**config.mk**
```make
export PLATFORM = sky130hd
export DESIGN_NAME = rsv_station_array
export DESIGN_NICKNAME = d
export VERILOG_FILES = /design/src/rtl/rsa_pkg.sv /design/src/rtl/rsa_station.sv /design/src/rtl/rsa_age_pick.sv /design/src/rtl/rsa_unit.sv /design/src/rtl/rsv_station_array.sv
export SDC_FILE = /design/constraint.sdc
export NUM_CORES = 1
export LEC_CHECK = 0
export ABC_AREA = 1
export BUFFER_PORTS_ARGS = -buffer_cell sky130_fd_sc_hd__buf_4
export CORE_MARGIN = 8
export CORE_UTILIZATION = 40
export DETAILED_ROUTE_END_ITERATION = 12
export PLACE_DENSITY_LB_ADDON = 0.25
export SYNTH_ARGS = -nofsm -noshare
export SYNTH_HDL_FRONTEND = slang
export SYNTH_SLANG_ARGS = --single-unit
```
**constraint.sdc**
```tcl
create_clock -name clk -period 56.1 [get_ports clk]
set_input_delay 2.805 -clock clk [delete_from_list [all_inputs] [get_ports clk]]
set_output_delay 2.805 -clock clk [all_outputs]
set_load 0.01 [all_outputs]
```
**src/rtl/rsa_pkg.sv**
```systemverilog
package rsa_pkg;
   typedef enum logic [1:0] {
      OP_ADD = 2'd0,
      OP_SUB = 2'd1,
      OP_MUL = 2'd2,
      OP_DIV = 2'd3
   } fp_op_e;
endpackage

```
**src/rtl/rsa_station.sv**
```systemverilog
module rsa_station #(
   parameter int DATA_W = 16,
   parameter int TAG_W  = 3,
   parameter int MY_TAG = 1
) (
   input  logic              clk,
   input  logic              rst_n,
   input  logic              alloc,
   input  logic              alloc_alt,
   input  logic [DATA_W-1:0] alloc_vj,
   input  logic [TAG_W-1:0]  alloc_qj,
   input  logic [DATA_W-1:0] alloc_vk,
   input  logic [TAG_W-1:0]  alloc_qk,
   input  logic              start,
   input  logic              cdb_valid,
   input  logic [TAG_W-1:0]  cdb_tag,
   input  logic [DATA_W-1:0] cdb_value,
   output logic              busy,
   output logic              ready,
   output logic              alt,
   output logic [DATA_W-1:0] vj,
   output logic [DATA_W-1:0] vk
);
   localparam logic [TAG_W-1:0] SELF = TAG_W'(MY_TAG);

   logic [TAG_W-1:0] qj, qk;
   logic             started;
   logic             own_bcast;

   assign own_bcast = cdb_valid && (cdb_tag == SELF);
   assign ready     = busy && !started && (qj == '0) && (qk == '0);

   always_ff @(posedge clk) begin
      if (!rst_n) begin
         busy    <= 1'b0;
         started <= 1'b0;
         alt     <= 1'b0;
         qj      <= '0;
         qk      <= '0;
         vj      <= '0;
         vk      <= '0;
      end else if (alloc) begin
         busy    <= 1'b1;
         started <= 1'b0;
         alt     <= alloc_alt;
         if ((alloc_qj != '0) && cdb_valid && (cdb_tag == alloc_qj)) begin
            vj <= cdb_value;
            qj <= '0;
         end else begin
            vj <= alloc_vj;
            qj <= alloc_qj;
         end
         if ((alloc_qk != '0) && cdb_valid && (cdb_tag == alloc_qk)) begin
            vk <= cdb_value;
            qk <= '0;
         end else begin
            vk <= alloc_vk;
            qk <= alloc_qk;
         end
      end else if (busy) begin
         if (start) started <= 1'b1;
         if ((qj != '0) && cdb_valid && (cdb_tag == qj)) begin
            vj <= cdb_value;
            qj <= '0;
         end
         if ((qk != '0) && cdb_valid && (cdb_tag == qk)) begin
            vk <= cdb_value;
            qk <= '0;
         end
         if (own_bcast) begin
            busy    <= 1'b0;
            started <= 1'b0;
         end
      end
   end

   p_alloc_free_r3: assert property (@(posedge clk) disable iff (!rst_n)
      alloc |-> !busy);
   p_start_ready_r5: assert property (@(posedge clk) disable iff (!rst_n)
      start |-> ready);
   p_bcast_owner_r10: assert property (@(posedge clk) disable iff (!rst_n)
      own_bcast |-> (busy && started));
   p_free_after_bcast_r10: assert property (@(posedge clk) disable iff (!rst_n)
      own_bcast |=> !busy);
endmodule

```
**src/rtl/rsa_age_pick.sv**
```systemverilog
module rsa_age_pick #(
   parameter int N = 3
) (
   input  logic         clk,
   input  logic         rst_n,
   input  logic [N-1:0] alloc,
   input  logic [N-1:0] busy,
   input  logic [N-1:0] ready,
   output logic [N-1:0] free_pick,
   output logic         any_free,
   output logic [N-1:0] oldest
);
   // older_q[i][j] set: entry i was issued before entry j
   logic [N-1:0] older_q [N];

   always_ff @(posedge clk) begin
      if (!rst_n) begin
         for (int i = 0; i < N; i++) older_q[i] <= '0;
      end else begin
         for (int i = 0; i < N; i++) begin
            for (int j = 0; j < N; j++) begin
               if (i == j)        older_q[i][j] <= 1'b0;
               else if (alloc[i]) older_q[i][j] <= 1'b0;
               else if (alloc[j]) older_q[i][j] <= busy[i];
            end
         end
      end
   end

   always_comb begin
      free_pick = '0;
      for (int i = N - 1; i >= 0; i--) begin
         if (!busy[i]) begin
            free_pick    = '0;
            free_pick[i] = 1'b1;
         end
      end
   end
   assign any_free = |(~busy);

   always_comb begin
      for (int i = 0; i < N; i++) begin
         oldest[i] = ready[i];
         for (int j = 0; j < N; j++) begin
            if (ready[j] && older_q[j][i]) oldest[i] = 1'b0;
         end
      end
   end

   p_one_grant_r8: assert property (@(posedge clk) disable iff (!rst_n)
      $onehot0(oldest));
   p_grant_exists_r8: assert property (@(posedge clk) disable iff (!rst_n)
      (|ready) |-> (|oldest));
endmodule

```
**src/rtl/rsa_unit.sv**
```systemverilog
module rsa_unit #(
   parameter int DATA_W    = 16,
   parameter int TAG_W     = 3,
   parameter bit IS_MULDIV = 1'b0,
   parameter int LAT_A     = 2,
   parameter int LAT_B     = 2
) (
   input  logic              clk,
   input  logic              rst_n,
   input  logic              go,
   input  logic              go_alt,
   input  logic [DATA_W-1:0] go_a,
   input  logic [DATA_W-1:0] go_b,
   input  logic [TAG_W-1:0]  go_tag,
   input  logic              grant,
   output logic              can_take,
   output logic              done,
   output logic [TAG_W-1:0]  res_tag,
   output logic [DATA_W-1:0] res_val
);
   localparam int LMAX  = (LAT_A > LAT_B) ? LAT_A : LAT_B;
   localparam int CNT_W = $clog2(LMAX + 1);

   if (LAT_A < 1 || LAT_B < 1) begin : g_bad_lat
      $error("unit latency must be at least one cycle");
   end

   logic              active;
   logic [CNT_W-1:0]  cnt;
   logic [DATA_W-1:0] calc;

   if (IS_MULDIV) begin : g_muldiv
      always_comb begin
         if (go_alt) calc = (go_b == '0) ? '1 : go_a / go_b;
         else        calc = go_a * go_b;
      end
   end else begin : g_addsub
      always_comb calc = go_alt ? go_a - go_b : go_a + go_b;
   end

   assign can_take = !active || (done && grant);

   always_ff @(posedge clk) begin
      if (!rst_n) begin
         active  <= 1'b0;
         done    <= 1'b0;
         cnt     <= '0;
         res_tag <= '0;
         res_val <= '0;
      end else begin
         if (done && grant) begin
            active <= 1'b0;
            done   <= 1'b0;
         end
         if (go) begin
            active  <= 1'b1;
            done    <= 1'b0;
            cnt     <= go_alt ? CNT_W'(LAT_B) : CNT_W'(LAT_A);
            res_tag <= go_tag;
            res_val <= calc;
         end else if (active && !done) begin
            if (cnt == CNT_W'(1)) done <= 1'b1;
            else                  cnt  <= cnt - 1'b1;
         end
      end
   end

   p_go_accepted_r5: assert property (@(posedge clk) disable iff (!rst_n)
      go |-> can_take);
   p_grant_has_result_r9: assert property (@(posedge clk) disable iff (!rst_n)
      grant |-> done);
   p_hold_until_grant_r9: assert property (@(posedge clk) disable iff (!rst_n)
      (done && !grant) |=> (done && $stable(res_val) && $stable(res_tag)));
endmodule

```
**src/rtl/rsv_station_array.sv**
```systemverilog
module rsv_station_array #(
   parameter int DATA_W  = 16,
   parameter int N_ADD   = 3,
   parameter int N_MUL   = 2,
   parameter int ADD_LAT = 2,
   parameter int MUL_LAT = 10,
   parameter int DIV_LAT = 40,
   localparam int N_ST   = N_ADD + N_MUL,
   localparam int TAG_W  = $clog2(N_ST + 1)
) (
   input  logic              clk,
   input  logic              rst_n,
   input  logic              iss_valid,
   input  logic [1:0]        iss_op,
   input  logic [DATA_W-1:0] iss_vj,
   input  logic [TAG_W-1:0]  iss_qj,
   input  logic [DATA_W-1:0] iss_vk,
   input  logic [TAG_W-1:0]  iss_qk,
   output logic              iss_ready,
   output logic [TAG_W-1:0]  iss_tag,
   output logic              cdb_valid,
   output logic [TAG_W-1:0]  cdb_tag,
   output logic [DATA_W-1:0] cdb_value
);
   import rsa_pkg::*;

   if (N_ADD < 1 || N_MUL < 1) begin : g_bad_count
      $error("each station class needs at least one entry");
   end
   if (DATA_W < 2) begin : g_bad_width
      $error("data width too small");
   end

   fp_op_e op_in;
   logic   is_md, is_alt;
   assign op_in  = fp_op_e'(iss_op);
   assign is_md  = (op_in == OP_MUL) || (op_in == OP_DIV);
   assign is_alt = (op_in == OP_SUB) || (op_in == OP_DIV);

   logic [N_ST-1:0]   st_busy, st_ready, st_start, st_alloc, st_pick, st_alt;
   logic [DATA_W-1:0] st_vj [N_ST];
   logic [DATA_W-1:0] st_vk [N_ST];
   logic [1:0]        cls_free, u_take, u_done, u_grant;
   logic [TAG_W-1:0]  u_tag [2];
   logic [DATA_W-1:0] u_val [2];

   // fixed bus priority: multiply/divide unit ahead of add unit
   assign u_grant[1] = u_done[1];
   assign u_grant[0] = u_done[0] && !u_done[1];
   assign cdb_valid  = |u_done;
   assign cdb_tag    = u_done[1] ? u_tag[1] : u_tag[0];
   assign cdb_value  = u_done[1] ? u_val[1] : u_val[0];

   assign iss_ready = is_md ? cls_free[1] : cls_free[0];

   always_comb begin
      iss_tag = '0;
      for (int i = 0; i < N_ST; i++) begin
         if (st_pick[i] && ((i >= N_ADD) == is_md)) iss_tag = TAG_W'(i + 1);
      end
   end

   for (genvar c = 0; c < 2; c++) begin : g_cls
      localparam int NC   = (c == 0) ? N_ADD : N_MUL;
      localparam int BASE = (c == 0) ? 0 : N_ADD;

      logic [NC-1:0]     pick, oldest, alloc_c;
      logic              any_free, go, g_alt;
      logic [DATA_W-1:0] g_a, g_b;
      logic [TAG_W-1:0]  g_tag;
      logic              want;

      assign want    = (c == 1) ? is_md : !is_md;
      assign alloc_c = pick & {NC{iss_valid && want}};
      assign st_alloc[BASE +: NC] = alloc_c;
      assign st_pick[BASE +: NC]  = pick;
      assign cls_free[c]          = any_free;

      rsa_age_pick #(.N(NC)) u_age (
         .clk       (clk),
         .rst_n     (rst_n),
         .alloc     (alloc_c),
         .busy      (st_busy[BASE +: NC]),
         .ready     (st_ready[BASE +: NC]),
         .free_pick (pick),
         .any_free  (any_free),
         .oldest    (oldest)
      );

      for (genvar i = 0; i < NC; i++) begin : g_st
         rsa_station #(.DATA_W(DATA_W), .TAG_W(TAG_W), .MY_TAG(BASE + i + 1)) u_st (
            .clk       (clk),
            .rst_n     (rst_n),
            .alloc     (alloc_c[i]),
            .alloc_alt (is_alt),
            .alloc_vj  (iss_vj),
            .alloc_qj  (iss_qj),
            .alloc_vk  (iss_vk),
            .alloc_qk  (iss_qk),
            .start     (st_start[BASE + i]),
            .cdb_valid (cdb_valid),
            .cdb_tag   (cdb_tag),
            .cdb_value (cdb_value),
            .busy      (st_busy[BASE + i]),
            .ready     (st_ready[BASE + i]),
            .alt       (st_alt[BASE + i]),
            .vj        (st_vj[BASE + i]),
            .vk        (st_vk[BASE + i])
         );
      end

      always_comb begin
         g_alt = 1'b0;
         g_a   = '0;
         g_b   = '0;
         g_tag = '0;
         for (int i = 0; i < NC; i++) begin
            if (oldest[i]) begin
               g_alt = st_alt[BASE + i];
               g_a   = st_vj[BASE + i];
               g_b   = st_vk[BASE + i];
               g_tag = TAG_W'(BASE + i + 1);
            end
         end
      end

      assign go = u_take[c] && (|oldest);
      assign st_start[BASE +: NC] = oldest & {NC{go}};

      rsa_unit #(
         .DATA_W    (DATA_W),
         .TAG_W     (TAG_W),
         .IS_MULDIV (c == 1),
         .LAT_A     ((c == 1) ? MUL_LAT : ADD_LAT),
         .LAT_B     ((c == 1) ? DIV_LAT : ADD_LAT)
      ) u_fu (
         .clk      (clk),
         .rst_n    (rst_n),
         .go       (go),
         .go_alt   (g_alt),
         .go_a     (g_a),
         .go_b     (g_b),
         .go_tag   (g_tag),
         .grant    (u_grant[c]),
         .can_take (u_take[c]),
         .done     (u_done[c]),
         .res_tag  (u_tag[c]),
         .res_val  (u_val[c])
      );
   end

   p_stall_no_alloc_r3: assert property (@(posedge clk) disable iff (!rst_n)
      (iss_valid && !iss_ready) |-> (st_alloc == '0));
   p_issue_allocates_r2: assert property (@(posedge clk) disable iff (!rst_n)
      (iss_valid && iss_ready) |=> (st_busy != '0));
   p_loser_waits_r9: assert property (@(posedge clk) disable iff (!rst_n)
      (u_done[1] && u_done[0]) |=> u_done[0]);
endmodule

```
==> results.md, run 1 <==
- Outcome: complete, no violations
- Endpoint class of the critical path: flop
- Core area: 58,800 um2
- Die outline area: 67,200 um2
- Max-slew violations: 0
- List of most frequent post-synthesis cells: 754 x sky130_fd_sc_hd__nand2_1, 442 x sky130_fd_sc_hd__inv_1, 349 x sky130_fd_sc_hd__nor2_1
- Max-Slew Margin vs Limit: 0.0971
- Critical hold path startpoint: g_cls[0].g_st[0].u_st.vj[7]
- Die W: 259 um
- Worst Hold Path Cells: 2
- RSZ-0062 raised after global routing: false
- Wire length per cell after detailed routing: 19.0 um
- CP peak stage delay: 600 ps
- Final number of hold-violating endpoints: 0
- Nets: 3,826
- Final sum of negative setup slack: 0 ps
- FF-to-FF path depth: 245
- Dominant cell type by area after synthesis: sky130_fd_sc_hd__dfxtp_1
- Hold Crit Endpoint: g_cls[0].g_st[0].u_st.vj[7]
- GRT Resource Usage Total: 0.236
- Synth Cell Area: 23,700 um2
- Startpoint Class: flop
- Endpoints failing setup: 0
- Wirelength, routed: 81,600 um
- Routed Antenna Nets: 0
- Most frequent cell on the critical path: sky130_fd_sc_hd__nand2_1
- Fill cell total of the finished layout: 6,179
- First drt pass iteration count: 5
- Fraction of registers with async set or reset after synthesis: 0
- Initial DRC count: 1,917
- Crit-path slowest cell: sky130_fd_sc_hd__nand3_1
- Initial core utilization: 0.402
- Worst path required time: 56,560 ps
- Synthesis-to-finish area growth: 9.58%
- Max clock buf depth: 3
- Post-route non-filler standard cell count: 4,288
- Number of antenna violations at the first check in global routing: 1
- Signal arrival time at the worst endpoint: 35,970 ps
- Fraction of layout instances using a drive strength above 1: 0.0936
- Sequential area share after synthesis: 0.224
- Root buffer cell: sky130_fd_sc_hd__clkbuf_16
- Maximum clock skew at final layout: 24.2 ps
- Fraction of post-synthesis cell area in the top cell type by area: 0.214
- Detailed Place HPWL: 60,000 um
- Per-instance average area after synthesis: 6.82 um2
- Post-route DRC: 0
- Worst-Margin Slew: 1340 ps
- Count of clock tree sinks: 261
- Worst flop-to-flop path startpoint: g_cls[1].g_st[0].u_st.qj[0]
- Cell Rows: 89
- Count of state elements after synthesis: 261
- Wire length of the first global-routing pass: 127,000 um
- Number of buffers inserted by port buffering: 66
- Number of flops mapped to enable cells by yosys: 8
- Most frequently used cell type in the post-synthesis netlist: sky130_fd_sc_hd__nand2_1
- Number of warnings reported in the yosys synthesis log: 0
- Main flop type after synthesis: sky130_fd_sc_hd__dfxtp_1
- Die Y-Extent: 259 um
- Max Clk Rate: 28.2 MHz
- Count of different cell masters after synthesis: 60
- Final worst-path cycle share: 0.633
- Sum of overflow across all layers after global routing: 0
- Number of cells upsized or downsized after cts: 0
- Average vias per placed instance: 5.40
- Hold-fix buffer count after cts: 0
- Critical path class: reg2reg
- Syn Inst Count: 3,470
- Clock-pin slew on the worst setup and hold paths: 60 ps
- Final critical-path required period: 35,510 ps
- Total placed cells including tap cells: 4,236
- Clock latency reported for the late side of the worst-skew pair: 580 ps
- Path category of the worst min-delay check: reg2reg
- Hold Worst Slack: 466 ps
- Htree depth: 1
- Post-CTS repair timing setup buffer count: 0
- Ports placed on the boundary: 67
- Destination of the worst register-to-register timing path: g_cls[1].u_fu.res_val[0]
- Via count of the first global-routing pass: 22,000
- Max-capacitance violation count: 0
- Post-synthesis net count: 3,803
- Reg-to-reg slack, setup: 20,590 ps
- Number of vias in the routed layout: 23,200
- Clock buffers created by TritonCTS: 28
- Pin count of the biggest net entering global routing: 70
- Top post-synthesis cells by area: sky130_fd_sc_hd__dfxtp_1 21%, sky130_fd_sc_hd__nand2_1 12%, sky130_fd_sc_hd__ha_1 11%, sky130_fd_sc_hd__inv_1 7.0%, sky130_fd_sc_hd__fa_1 6.9%
- CTS tree: built
- Routability congestion estimate: 0.907
- CP max FO: 33
## cell usage in the layout, fill, tap and decap left out, types with 23 or more instances in the layout
cell and n:
sky130_fd_sc_hd__nand2_1 754, sky130_fd_sc_hd__inv_1 442, sky130_fd_sc_hd__nor2_1 349, sky130_fd_sc_hd__o21ai_0 322, sky130_fd_sc_hd__dfxtp_1 253, sky130_fd_sc_hd__ha_1 209, sky130_fd_sc_hd__a21oi_1 176, sky130_fd_sc_hd__nand3_1 130
sky130_fd_sc_hd__buf_4 122, sky130_fd_sc_hd__xor2_1 84, sky130_fd_sc_hd__fa_1 81, sky130_fd_sc_hd__xnor2_1 65, sky130_fd_sc_hd__o22ai_1 64, sky130_fd_sc_hd__or2_2 42, sky130_fd_sc_hd__nand2_2 37, sky130_fd_sc_hd__clkbuf_16 29
sky130_fd_sc_hd__o21ai_2 26, sky130_fd_sc_hd__a21o_1 25, sky130_fd_sc_hd__o21bai_1 23
## stage by stage
stage | area, um2 | setup slack (ps) | utilization
final | 25900 | 20590 | 0.441
after detailed placement | 25000 | 20720 | 0.424
after global routing | 25900 | 16220 | 0.441
after global placement | 25000 | 21690 | 0.424
after CTS | 25900 | 20630 | 0.441
after floorplan | 23700 | 26400 | -
## cell families after synthesis
family | synth area share
XOR/XNOR | 0.0552
flip-flops | 0.224
adder cells (fa/ha/maj) | 0.179
AO/OA/AOI/OAI | 0.187
buffers and inverters | 0.0997
AND/OR/NAND/NOR | 0.254
## per-layer routing
layer / vias up / part of all wire / global-route usage / wire (um)
li1: 11400 / - / - / -
met1: 10700 / 0.44 / 0.317 / 36000
met2: 871 / 0.45 / 0.389 / 36700
met3: 174 / 0.071 / 0.0255 / 5810
met4: 0 / 0.038 / 0.0833 / 3080
met5: - / 0 / 0 / 0
## cell type report
class | instances | area, um2 | share of cell area
flip-flops and latches | 261 | 5310 | 0.205
inverters | 469 | 1760 | 0.0680
well taps | 773 | 967 | 0.0373
repair buffers | 122 | 916 | 0.0353
multi-input cells | 2611 | 16000 | 0.617
clock inverters | 8 | 106 | 0.00410
diodes | 1 | 2.50 | 0.0000965
clock buffers | 43 | 858 | 0.0331
## worst max-delay path: cells and delay by family (launching register included)
family,cells,cell delay (ps)
flip-flops,1,350
AO/OA/AOI/OAI,82,13470
buffers and inverters,19,2410
adder cells (fa/ha/maj),16,5050
AND/OR/NAND/NOR,128,13920
## worst max path at each step
stage,start,to,slack (ps),cells after the start
3_5_place_dp,g_cls[1].g_st[0].u_st.qj[0],g_cls[1].u_fu.res_val[0],20720,246
3_3_place_gp,g_cls[1].g_st[0].u_st.qj[0],g_cls[1].u_fu.res_val[0],21690,245
2_1_floorplan,g_cls[1].g_st[0].u_st.qk[2],g_cls[1].u_fu.res_val[0],26400,255
5_1_grt,g_cls[1].g_st[0].u_st.qj[0],g_cls[1].u_fu.res_val[0],16220,247
6_report,g_cls[1].g_st[0].u_st.qj[0],g_cls[1].u_fu.res_val[0],20590,245
4_1_cts,g_cls[1].g_st[0].u_st.qj[0],g_cls[1].u_fu.res_val[0],20630,246
## sequential cells by signal, indices dropped and copies added, names as in the netlist, 8 cells and up
| register | flops |
|---|---|
| g_cls.g_st.u_st.vj | 80 |
| g_cls.g_st.u_st.vk | 80 |
| g_cls.u_fu.res_val | 32 |
| g_cls.g_st.u_st.qj | 15 |
| g_cls.g_st.u_st.qk | 15 |
| g_cls.u_age.older_q | 8 |
| g_cls.u_fu.cnt | 8 |
Power of run 1 is left out: the tool's default activity adds up to more than one toggle a clock period on the data nets, which glitch-free logic cannot reach.
==> run 2, diff against run 1 <==
- clock period: 56.1 -> 29.5 ns (I/O delays scaled with it)
==> results.md, run 2 (synthesis results as in run 1) <==
- Number of antenna violations at the first check in global routing: 1 (unchanged)
- Wire length per cell after detailed routing: 18.8 um (-1.3%)
- Critical path class: reg2reg
- Worst-Margin Slew: 1240 ps (-101 ps)
- Die W: 259 um (unchanged)
- Crit-path slowest cell: sky130_fd_sc_hd__ha_1
- Commonest cells after routing, fill and taps aside: 689 x sky130_fd_sc_hd__nand2_1, 438 x sky130_fd_sc_hd__inv_1, 343 x sky130_fd_sc_hd__nor2_1
- Most frequent cell on the critical path: sky130_fd_sc_hd__nand2_2
- Fraction of layout instances using a drive strength above 1: 0.160 (+0.0659)
- Met1 wire length: 36,000 um (about the same)
- Routability congestion estimate: 0.912 (+0.51%)
- GRT Resource Usage Total: 0.236 (-0.000398)
- Nets: 3,953 (+3.3%)
- Root buffer cell: sky130_fd_sc_hd__clkbuf_16
- Clock-pin slew on the worst setup and hold paths: 60 ps (about the same)
- Pin count of the biggest net entering global routing: 69 (-1.4%)
- Detailed Place HPWL: 59,900 um (-0.23%)
- Number of vias in the routed layout: 23,900 (+3.2%)
- Destination of the worst register-to-register timing path: g_cls[1].u_fu.res_val[0]
- FF-to-FF path depth: 239 (-2.4%)
- Most common cell after layout, fill and taps aside: sky130_fd_sc_hd__nand2_1
- Via count of the first global-routing pass: 22,200 (+0.92%)
- Max Clk Rate: 35.4 MHz (+26%)
- Count of clock tree sinks: 261 (unchanged)
- Met2 wirelength from detailed routing: 38,200 um (+4.1%)
- RSZ-0062 raised after global routing: true
- Clock latency reported for the late side of the worst-skew pair: 570 ps (about the same)
- Core area: 58,800 um2 (unchanged)
- Reg-to-reg slack, setup: 1220 ps (-19,370 ps)
- Wirelength, routed: 82,900 um (+1.6%)
- Max-capacitance violation count: 0 (unchanged)
- Max-slew violations: 0 (unchanged)
- CP max FO: 7 (-79%)
- Initial DRC count: 2,002 (+4.4%)
- Endpoint class of the critical path: flop
- Final number of hold-violating endpoints: 0 (unchanged)
- Htree depth: 1 (unchanged)
- Hold Crit Endpoint: g_cls[0].g_st[0].u_st.vj[6]
- Max clock buf depth: 3 (unchanged)
- Routed wl met3: 6220 um (+7.1%)
- Routed Antenna Nets: 0 (unchanged)
- Ant. Diodes: 0 (-1)
- First drt pass iteration count: 6 (+1)
- Cell Rows: 89 (unchanged)
- Max layer used: met4
- Critical hold path startpoint: g_cls[0].g_st[0].u_st.vj[6]
- Sum of overflow across all layers after global routing: 0 (unchanged)
- Die Y-Extent: 259 um (unchanged)
- CP peak stage delay: 330 ps (-270 ps)
- Initial core utilization: 0.402 (unchanged)
- Hold Worst Slack: 463 ps (-2.59 ps)
- Synthesis-to-finish area growth: 16.8%
- Final worst-path cycle share: 0.959 (+0.326)
- Signal arrival time at the worst endpoint: 28,730 ps (-7240 ps)
- Endpoints failing setup: 0 (unchanged)
- CTS tree: built
- Path category of the worst min-delay check: reg2reg
- Number of buffers inserted by port buffering: 66 (unchanged)
- Final critical-path required period: 28,280 ps (-7230 ps)
- Wire length of the first global-routing pass: 127,000 um (+0.40%)
- Worst flop-to-flop path startpoint: g_cls[1].g_st[0].u_st.qj[0]
- Fill cell total of the finished layout: 6,068 (-1.8%)
- Largest registers: g_cls.g_st.u_st.vj: 80 flops, g_cls.g_st.u_st.vk: 80 flops, g_cls.u_fu.res_val: 32 flops
- Worst Hold Path Cells: 2 (unchanged)
- Worst path required time: 29,950 ps (-26,610 ps)
- Startpoint Class: flop
- Max-Slew Margin vs Limit: 0.165 (+0.0679)
- Die outline area: 67,200 um2 (unchanged)
- Ports placed on the boundary: 67 (unchanged)
- Maximum clock skew at final layout: 11.1 ps (-13.1 ps)
- Outcome: complete, no violations
- Post-route DRC: 0 (unchanged)
- Clock buffers created by TritonCTS: 30 (+7.1%)
- Average vias per placed instance: 5.41 (+0.19%)
-- run 2: how the worst max path moves through the flow --
stage / startpoint / end / slack (ps) / depth (start not counted)
final: g_cls[1].g_st[0].u_st.qj[0] / g_cls[1].u_fu.res_val[0] / 1220 / 239
after global routing: g_cls[1].g_st[0].u_st.qj[0] / g_cls[1].u_fu.res_val[0] / -1090 / 248
after CTS: g_cls[1].g_st[1].u_st.qk[2] / g_cls[1].u_fu.res_val[0] / 20 / 242
after detailed placement: g_cls[1].g_st[1].u_st.qk[2] / g_cls[1].u_fu.res_val[0] / -720 / 242
after global placement: g_cls[1].g_st[1].u_st.qk[2] / g_cls[1].u_fu.res_val[0] / 20 / 242
after floorplan: g_cls[1].g_st[0].u_st.qk[2] / g_cls[1].u_fu.res_val[0] / 180 / 255
-- run 2: worst max-delay path, delay by kind of cell, from the launching register on --
family	cells	cell delay, ps
AOI/OAI and AO/OA	82	11720
DFF	1	320
adders and majority gates	16	4350
buffers and inverters	19	1680
and+or+nand+nor	122	10040
-- run 2: through the flow --
step | util | setup WS [ps] | TNS, ps | cell area (um2) | std cells
floorplan | - | 185 | 0 | 23700 | 3470
global placement | 0.432 | 24.1 | 0 | 25400 | 4294
global route | 0.470 | -1090 | -1090 | 27600 | 4415
finish | 0.470 | 1220 | 0 | 27600 | 4415
CTS | 0.450 | 19.9 | 0 | 26500 | 4355
detailed placement | 0.432 | -724 | -724 | 25400 | 4294
-- run 2: per-layer routing --
metal  up-vias  global-route usage
li1      11600                   -
met1     11200               0.320
met2       929               0.388
met3       158              0.0297
met4         0              0.0696
met5         -                   0
-- run 2: what timing repair did --
| action | 4_1_cts | 5_1_grt |
|---|---|---|
| endpoints found under the setup margin | 1 | 2 |
| resized for setup | 12 | 168 |
| buffers inserted | 7 | 59 |
| gates cloned | 0 | 1 |
| pin swaps | 3 | 137 |
| hold buffers | 0 | 0 |
-- run 2: area by class of cell --
class	instances	area, um2	area share
multi-input combinational	2612	16700	0.603
tap	773	967	0.0350
timing repair buffer	246	1940	0.0701
clock buffer	44	885	0.0320
clock inverter	10	98.8	0.00358
sequential	261	5310	0.192
inverter	469	1780	0.0644
Power of run 2 is left out for the same reason.
